### src/rtl/hz_pkg.sv
package hz_pkg;
  parameter int unsigned REG_W = 4;
  parameter int unsigned TAG_W = 8;
  parameter int unsigned NSTG  = 4;

  localparam logic [REG_W-1:0] NO_REG = '1;

  typedef enum logic [2:0] {
    CLS_NOP   = 3'd0,
    CLS_ALU   = 3'd1,
    CLS_LOAD  = 3'd2,
    CLS_POP   = 3'd3,
    CLS_JUMP  = 3'd4,
    CLS_RET   = 3'd5,
    CLS_STORE = 3'd6,
    CLS_CALL  = 3'd7
  } iclass_e;

  // stage index of each pipeline register
  localparam int unsigned STG_D = 0;
  localparam int unsigned STG_E = 1;
  localparam int unsigned STG_M = 2;
  localparam int unsigned STG_W = 3;

  typedef struct packed {
    iclass_e          cls;
    logic [REG_W-1:0] src_a;
    logic [REG_W-1:0] src_b;
    logic [REG_W-1:0] dst_m;
    logic [TAG_W-1:0] tag;
  } slot_t;

  localparam int unsigned SLOT_W = $bits(slot_t);

  localparam slot_t NOP_SLOT = '{
    cls:   CLS_NOP,
    src_a: NO_REG,
    src_b: NO_REG,
    dst_m: NO_REG,
    tag:   '0
  };

  typedef enum logic [2:0] {
    ACT_NONE,
    ACT_LOAD_USE,
    ACT_MISPRED,
    ACT_RET,
    ACT_MISPRED_RET
  } act_e;
endpackage

### src/rtl/pipe_stage_reg.sv
module pipe_stage_reg #(
  parameter int unsigned    W       = 8,
  parameter logic [W-1:0]   NOP_VAL = '0
) (
  input  logic         clk_i,
  input  logic         rst_ni,
  input  logic         stall_i,
  input  logic         bubble_i,
  input  logic [W-1:0] d_i,
  output logic [W-1:0] q_o
);
  // bubble wins over stall
  always_ff @(posedge clk_i or negedge rst_ni) begin
    if (!rst_ni)       q_o <= NOP_VAL;
    else if (bubble_i) q_o <= NOP_VAL;
    else if (!stall_i) q_o <= d_i;
  end
endmodule

### src/rtl/hazard_detect.sv
module hazard_detect
  import hz_pkg::*;
(
  input  slot_t d_slot_i,
  input  slot_t e_slot_i,
  input  slot_t m_slot_i,
  input  logic  e_cnd_i,
  output logic  load_use_o,
  output logic  mispred_o,
  output logic  ret_busy_o
);
  logic e_is_load;
  logic src_hit;

  always_comb begin
    e_is_load  = (e_slot_i.cls == CLS_LOAD) || (e_slot_i.cls == CLS_POP);
    src_hit    = (e_slot_i.dst_m != NO_REG) &&
                 ((e_slot_i.dst_m == d_slot_i.src_a) ||
                  (e_slot_i.dst_m == d_slot_i.src_b));
    load_use_o = e_is_load && src_hit;
    mispred_o  = (e_slot_i.cls == CLS_JUMP) && !e_cnd_i;
    ret_busy_o = (d_slot_i.cls == CLS_RET) || (e_slot_i.cls == CLS_RET) ||
                 (m_slot_i.cls == CLS_RET);
  end
endmodule

### src/rtl/stage_mode_ctl.sv
module stage_mode_ctl
  import hz_pkg::*;
(
  input  logic            load_use_i,
  input  logic            mispred_i,
  input  logic            ret_busy_i,
  output logic            f_stall_o,
  output logic [NSTG-1:0] stall_o,
  output logic [NSTG-1:0] bubble_o
);
  act_e act;

  // load/use outranks return; jump and load cannot share execute
  always_comb begin
    if (load_use_i)                  act = ACT_LOAD_USE;
    else if (mispred_i && ret_busy_i) act = ACT_MISPRED_RET;
    else if (mispred_i)              act = ACT_MISPRED;
    else if (ret_busy_i)             act = ACT_RET;
    else                             act = ACT_NONE;
  end

  always_comb begin
    f_stall_o = 1'b0;
    stall_o   = '0;
    bubble_o  = '0;
    unique case (act)
      ACT_LOAD_USE: begin
        f_stall_o       = 1'b1;
        stall_o[STG_D]  = 1'b1;
        bubble_o[STG_E] = 1'b1;
      end
      ACT_MISPRED: begin
        bubble_o[STG_D] = 1'b1;
        bubble_o[STG_E] = 1'b1;
      end
      ACT_RET: begin
        f_stall_o       = 1'b1;
        bubble_o[STG_D] = 1'b1;
      end
      ACT_MISPRED_RET: begin
        f_stall_o       = 1'b1;
        bubble_o[STG_D] = 1'b1;
        bubble_o[STG_E] = 1'b1;
      end
      default: ;
    endcase
  end
endmodule

### src/rtl/hazard_ctl_top.sv
module hazard_ctl_top
  import hz_pkg::*;
(
  input  logic             clk_i,
  input  logic             rst_ni,
  input  logic [2:0]       f_cls_i,
  input  logic [REG_W-1:0] f_src_a_i,
  input  logic [REG_W-1:0] f_src_b_i,
  input  logic [REG_W-1:0] f_dst_m_i,
  input  logic [TAG_W-1:0] f_tag_i,
  input  logic             e_cnd_i,
  output logic             f_stall_o,
  output logic             d_stall_o,
  output logic             d_bubble_o,
  output logic             e_bubble_o,
  output logic             m_bubble_o,
  output logic             w_stall_o,
  output logic [TAG_W-1:0] d_tag_o,
  output logic [TAG_W-1:0] e_tag_o,
  output logic [TAG_W-1:0] m_tag_o,
  output logic [TAG_W-1:0] w_tag_o
);
  slot_t           fetch_slot;
  slot_t           stg_in [NSTG];
  slot_t           stg_q  [NSTG];
  logic [NSTG-1:0] stall_v;
  logic [NSTG-1:0] bubble_v;
  logic            load_use;
  logic            mispred;
  logic            ret_busy;
  logic [2:0]      d_cls;
  logic [2:0]      e_cls;
  logic [2:0]      m_cls;

  always_comb begin
    fetch_slot.cls   = iclass_e'(f_cls_i);
    fetch_slot.src_a = f_src_a_i;
    fetch_slot.src_b = f_src_b_i;
    fetch_slot.dst_m = f_dst_m_i;
    fetch_slot.tag   = f_tag_i;
  end

  for (genvar gi = 0; gi < NSTG; gi++) begin : g_stg
    if (gi == 0) begin : g_head
      assign stg_in[gi] = fetch_slot;
    end else begin : g_body
      assign stg_in[gi] = stg_q[gi-1];
    end
    pipe_stage_reg #(
      .W      (SLOT_W),
      .NOP_VAL(NOP_SLOT)
    ) u_reg (
      .clk_i   (clk_i),
      .rst_ni  (rst_ni),
      .stall_i (stall_v[gi]),
      .bubble_i(bubble_v[gi]),
      .d_i     (stg_in[gi]),
      .q_o     (stg_q[gi])
    );
  end

  hazard_detect u_det (
    .d_slot_i  (stg_q[STG_D]),
    .e_slot_i  (stg_q[STG_E]),
    .m_slot_i  (stg_q[STG_M]),
    .e_cnd_i   (e_cnd_i),
    .load_use_o(load_use),
    .mispred_o (mispred),
    .ret_busy_o(ret_busy)
  );

  stage_mode_ctl u_mode (
    .load_use_i(load_use),
    .mispred_i (mispred),
    .ret_busy_i(ret_busy),
    .f_stall_o (f_stall_o),
    .stall_o   (stall_v),
    .bubble_o  (bubble_v)
  );

  assign d_stall_o  = stall_v[STG_D];
  assign d_bubble_o = bubble_v[STG_D];
  assign e_bubble_o = bubble_v[STG_E];
  assign m_bubble_o = bubble_v[STG_M];
  assign w_stall_o  = stall_v[STG_W];

  assign d_tag_o = stg_q[STG_D].tag;
  assign e_tag_o = stg_q[STG_E].tag;
  assign m_tag_o = stg_q[STG_M].tag;
  assign w_tag_o = stg_q[STG_W].tag;

  assign d_cls = stg_q[STG_D].cls;
  assign e_cls = stg_q[STG_E].cls;
  assign m_cls = stg_q[STG_M].cls;
endmodule

### config.mk
export PLATFORM = sky130hd
export DESIGN_NAME = hazard_ctl_top
export DESIGN_NICKNAME = d
export VERILOG_FILES = /design/src/rtl/hz_pkg.sv /design/src/rtl/pipe_stage_reg.sv /design/src/rtl/hazard_detect.sv /design/src/rtl/stage_mode_ctl.sv /design/src/rtl/hazard_ctl_top.sv
export SDC_FILE = /design/constraint.sdc
export NUM_CORES = 1
export LEC_CHECK = 0
export ABC_AREA = 1
export BUFFER_PORTS_ARGS = -buffer_cell sky130_fd_sc_hd__clkbuf_2
export CORE_MARGIN = 4
export CORE_UTILIZATION = 52
export DETAILED_ROUTE_END_ITERATION = 8
export GPL_ROUTABILITY_DRIVEN = 0
export GPL_TIMING_DRIVEN = 0
export PLACE_DENSITY = 0.88
export SLEW_MARGIN = 20
export SYNTH_ARGS = -nofsm -noshare
export SYNTH_HDL_FRONTEND = slang
export SYNTH_SLANG_ARGS = --single-unit
### constraint.sdc
create_clock -name clk_i -period 2.85 [get_ports clk_i]
set_input_delay 0.57 -clock clk_i [delete_from_list [all_inputs] [get_ports clk_i]]
set_output_delay 0.57 -clock clk_i [all_outputs]
set_load 0.02 [all_outputs]
=== After elaboration in Yosys (flattened, before gate mapping) ===
Cells that the tools add are included.

* Register bits after elaboration: 77
* Logic and storage cells: 41
* Bits of input ports: 26
* Output and inout port bits: 38

* Reduce and logical (&&, ||, !) cells: 12
* Equality and inequality tests: 14
* Mux-type cells: 11

{| class="wikitable"
|+ Operator list
! cell !! number
|-
| $mux 23 || 3
|-
| $eq 3x3->1 const B || 5
|-
| $eq 3x2->1 const B || 4
|-
| $mux 3 || 3
|-
| $reduce_or 3->1 || 3
|-
| $eq 4x4->1 || 2
|-
| $logic_and 1x1->1 || 4
|-
| $logic_or 1x1->1 || 4
|-
| $mux 1 || 4
|-
| $ne 4x4->1 const B || 1
|-
| $eq 3x1->1 const B || 1
|-
| $mux 2 || 1
|-
| $ne 2x2->1 const B || 1
|-
| $logic_not 1->1 || 1
|}

=== Depth between registers and ports, before layout ===
* Depth after elaboration: 11
* Mapped depth: 12
* Gate-level depth less buffers: 11

=== Modules after synthesis ===
A second synthesis with hierarchy kept.

* Cells, all modules: 621
* Area, all modules: 4,693.3 sq um

{| class="wikitable"
|+ By module, submodules not included
! module !! cells each !! area each (sq um) !! sequential area each (sq um) !! times used
|-
| pipe_stage_reg || 136 || 1,082.3 || 590.6 || 4
|-
| hazard_detect || 52 || 216.5 || 0.0 || 1
|-
| stage_mode_ctl || 25 || 147.6 || 0.0 || 1
|}

=== Least setup slack after synthesis ===
No wires, ideal clock.

* Path kind: input -> output
* Start: input e_cnd_i
* End: output e_bubble_o
* Data arrival time: 1.895 ns
* Buffers on the path: 1
* Required time: 2.280 ns
* Stages: 9
* Setup slack: 0.385 ns
* Cell sequence: nor2_1 > and3_1 > inv_1 > ha_1 > o21ai_0 > o21ai_1 > or2_2 > nand2_1 > buf_4

* Cells in the longest elaborated chain, start to end: 8
* Elaborated cells between the ends (all ways): 11
* Classes of those cells: eq/ne (3); mux (4); reduce/logical (4)

{| class="wikitable"
|+ Ends and longest elaborated chain
! what !! line !! source
|-
| start: declaration || hazard_ctl_top.sv:11 || <nowiki>input logic e_cnd_i,</nowiki>
|-
| $logic_not 1->1 (*) || hazard_detect.sv:21 || <nowiki>mispred_o = (e_slot_i.cls == CLS_JUMP) && !e_cnd_i;</nowiki>
|-
| $logic_and 1x1->1 (*) || hazard_detect.sv:21 ||
|-
| $mux 3 / $logic_and 1x1->1 (equally long branches) || stage_mode_ctl.sv:17, stage_mode_ctl.sv:16 ||
|-
| $mux 3 (*) || stage_mode_ctl.sv:16 || <nowiki>else if (mispred_i && ret_busy_i) act = ACT_MISPRED_RET;</nowiki>
|-
| $mux 3 (*) || stage_mode_ctl.sv:15 || <nowiki>if (load_use_i) act = ACT_LOAD_USE;</nowiki>
|-
| $eq 3x1->1, or another cell as far along || stage_mode_ctl.sv:26 || <nowiki>unique case (act)</nowiki>
|-
| $reduce_or 3->1 (no source line) (*) || n/a ||
|-
| $mux 1 (*) || stage_mode_ctl.sv:26 ||
|-
| end: declaration || hazard_ctl_top.sv:15 || <nowiki>output logic e_bubble_o,</nowiki>
|}

Every way passes the cells marked *; elsewhere a longest branch is shown, timed or not.

=== Final worst setup path ===
* Start: register g_stg[0].u_reg.q_o[21]
* End: output e_bubble_o

* Cells in the longest elaborated chain, start to end: 10
* Elaborated cells between the ends (all ways): 13
* Classes of those cells: eq/ne (4); mux (5); reduce/logical (4)

{| class="wikitable"
|+ Ends and longest elaborated chain
! what !! line !! source
|-
| start: declaration || pipe_stage_reg.sv:10 || <nowiki>output logic [W-1:0] q_o</nowiki>
|-
| start signal: assignment || pipe_stage_reg.sv:16 || <nowiki>else if (!stall_i) q_o <= d_i;</nowiki>
|-
| $eq 3x3->1 (*) || hazard_detect.sv:22 || <nowiki>ret_busy_o = (d_slot_i.cls == CLS_RET) || (e_slot_i.cls == CLS_RET) ||</nowiki>
|-
| $logic_or 1x1->1 (*) (2 in series) || hazard_detect.sv:22 ||
|-
| $mux 2 || stage_mode_ctl.sv:18 || <nowiki>else if (ret_busy_i) act = ACT_RET;</nowiki>
|-
| $mux 3 || stage_mode_ctl.sv:17 || <nowiki>else if (mispred_i) act = ACT_MISPRED;</nowiki>
|-
| $mux 3 (*) || stage_mode_ctl.sv:16 ||
|-
| $mux 3 (*) || stage_mode_ctl.sv:15 ||
|-
| $eq 3x1->1, or another cell as far along || stage_mode_ctl.sv:26 ||
|-
| $reduce_or 3->1 (no source line) (*) || n/a ||
|-
| $mux 1 (*) || stage_mode_ctl.sv:26 ||
|}

Marked as above.

==> results.toml <==
[logic_synthesis]
synth_edf_count = 0
async_flop_share_pct = 100
yosys.area.top_type = "dfrtp_1"
synthTopCellsByArea = "dfrtp_1 (41%), dfstp_2 (17%), nand2_1 (11%)"
synth_top_area_share_pct = 40.9
ys_ff_latch = 57
synth.avg_cell_area_sq_um = 9.06
yosysMostFrequentCell = "nand2_1"
yosysUniqueCellTypes = 22
ys_seq_area_share_pct = 57.6
yosys-top-cells-count = "nand2_1 (73), dfrtp_1 (41), inv_1 (36)"
syn_area_sq_mm = 0.00251
syn_inst = 277
yosysWarnings = 0
synth_top_flop_cell = "dfrtp_1"

[floorplanning]
core_area_sq_mm = 0.00469
pin_count = 64
die_y_um = 77.5
fp.dieW_um = 77.5
die_area_sq_mm = 0.00600
num_rows = 25
start_util_pct = 53.5

[finish]
regMostFlops = "g_stg.u_reg.q_o"
fill_cells = 334
drive_gt1_share_pct = 40.7
diodes = 0
syn2layout_area_growth_pct = 26.6
final_area_sq_mm = 0.00318
largest_reg_flops = 57
reg.largest.list = "g_stg.u_reg.q_o (57)"
final_nets = 389

[timing]
relSlewSlack_pct = 50.1
tns_ps = 0
finalSetupViolations = 0
hold_viol = 0
max_freq_mhz = 363
finClkSkew_ps = 8.57
finalCritPeriodShare_pct = 96.7
slew_viol_final = 0
tightest_slew_ps = 748
post-route-min-period_ps = 2760

[detailed_routing]
avgRoutedWirePerCell_um = 12.3
top_layer_used = "met4"
routed_via_density = 4.74
dr.first_iter.drc_count = 85
met2_length_mm = 2.68
drtAntennaViolNets = 0
route.met3.wl_um = 297
drc_errors = 0
met1_length_mm = 2.13
firstDrtPassIters = 4
vias = 1990
totalWireLength_mm = 5.18

[clock_network]
cts-root-buf = "clkbuf_8"
htree_levels = 3
clock_latency_ps = 330
hold_buffers = 0
cts_sinks = 57
cts_made_buffers = 9
clk_pin_slew_ps = 60
cts_buffer_depth = 2
cts_tree = "built"

[critical_path]
crit_top_cell = "inv_1"
critPathKind = "register to output pin"
worst-path-max-fanout = 6
endpoint_kind = "output pin"
required_ps = 2280
cp.arrival_ps = 2190
cp_slowest_cell = "dfrtp_1"
cp-start-kind = "register"
worstPathCellList = "inv_1, nand3_1, nand3_2, ha_1, inv_1, o21ai_1, o21ai_2, or2_4, nand2_2, buf_6, buf_4"
critPathMaxStageDelay_ps = 380
reg2reg_depth = 13

[placement]
port_buffers = 61
hpwl_mm = 3.54
dpl_cell_area_sq_mm = 0.00289

[global_routing]
grt_pass1_vias = 1985
grt_pass1_wl_mm = 8.72
overflow = 0
grt_max_degree = 58
antenna_found_initial = 0
grt.total_usage_pct = 18.7

[power]
p_per_area_mw_per_mm2 = 1390
cellLeakagePower_nw = 1.84
peakVddDrop_mv = 0.751

[hold_path]
hp-class = "input pin to asynchronous set/reset pin"

[run]
maxCapViolations = 0

[outcome]
status = "finished, final reports clean"
## cells by family after synthesis
| kind of cell | after synthesis | share of synthesized area [%] |
|---|---|---|
| other | 1 | 0.149 |
| buffers and inverters | 75 | 16.0 |
| adders and majority gates | 2 | 0.997 |
| and+or+nand+nor | 128 | 22.4 |
| DFF | 57 | 57.6 |
| AOI/OAI and AO/OA | 14 | 2.79 |
## worst paths after layout
kind                                                         start                                  to  slack (ps)
worst max-delay path            g_stg[0].u_reg.q_o[21]$_DFFE_PN0P_                          e_bubble_o          90
worst min-delay path                                        rst_ni    g_stg[2].u_reg.q_o[20]$_DFF_PN0_         340
worst max register to register  g_stg[0].u_reg.q_o[21]$_DFFE_PN0P_  g_stg[0].u_reg.q_o[12]$_DFFE_PN1P_         690
worst min register to register     g_stg[1].u_reg.q_o[0]$_DFF_PN0_     g_stg[2].u_reg.q_o[0]$_DFF_PN0_         370
max in group asynchronous                                   rst_ni   g_stg[0].u_reg.q_o[6]$_DFFE_PN0P_        2030
min in group clk_i                 g_stg[1].u_reg.q_o[0]$_DFF_PN0_     g_stg[2].u_reg.q_o[0]$_DFF_PN0_         370
## cell type report
type	instances	area [sq um]	share of cell area [%]
buffer	36	260	8.19
clock buffer	10	128	4.02
clock inverter	6	45.0	1.42
sequential	57	1450	45.5
inverter	39	146	4.61
multi-input combinational	146	692	21.8
tap	54	67.6	2.13
timing repair buffer	72	393	12.4
## critical path, delay by kind of cell, from the launching register on
family / cells / cell delay (ps)
buf+inv: 4 / 430
compound gates: 2 / 240
fa+ha+maj: 1 / 160
simple gates: 4 / 660
flops: 1 / 380
## routing by layer
metal	global-route usage, %	vias to the layer above
met4	8.90	0
met5	0	-
met3	5.80	9
li1	-	985
met1	22.1	928
met2	30.9	68
## where the power goes
part | total [mW] | internal, mW | switching [mW]
clock | 0.636 | 0.316 | 0.320
sequential | 1.48 | 1.27 | 0.208
combinational | 2.31 | 0.969 | 1.34
## repair_timing
action / CTS / global route
endpoints found under the setup margin: 2 / 2
setup buffers: 0 / 11
gates resized for setup: 7 / 7
hold endpoints to repair: 0 / 0
pin swaps: 0 / 1
## cells in the final DEF (no fill, tap or decap), types with 2 or more instances in the layout
| cell | instances |
|---|---|
| clkbuf_8 | 9 |
| clkbuf_2 | 58 |
| o21ai_0 | 7 |
| nand2_1 | 72 |
| buf_4 | 38 |
| nand3b_1 | 5 |
| nand3_1 | 25 |
| clkbuf_1 | 4 |
| o21ai_1 | 6 |
| buf_2 | 5 |
| nand2_2 | 3 |
| nor2_1 | 17 |
| buf_6 | 3 |
| inv_2 | 4 |
| conb_1 | 2 |
| dfrtp_1 | 41 |
| clkinvlp_4 | 3 |
| dfstp_2 | 16 |
| inv_1 | 35 |
| clkinv_4 | 2 |
## per-stage QoR
stage                     power (mW)  utilization [%]  hold slack, ps  cells  setup WS, ps
after floorplan                 2.91                -             274    278           385
after global placement          3.39             61.5             356    393         -20.6
after detailed placement        3.48             61.6             360    393         -49.8
after CTS                       4.19             65.6             354    409          19.5
after global routing            4.77             67.7             380    420         -4.80
final                           4.42             67.7             337    420          93.2
Note: power is estimated with default switching activity, not from simulation.
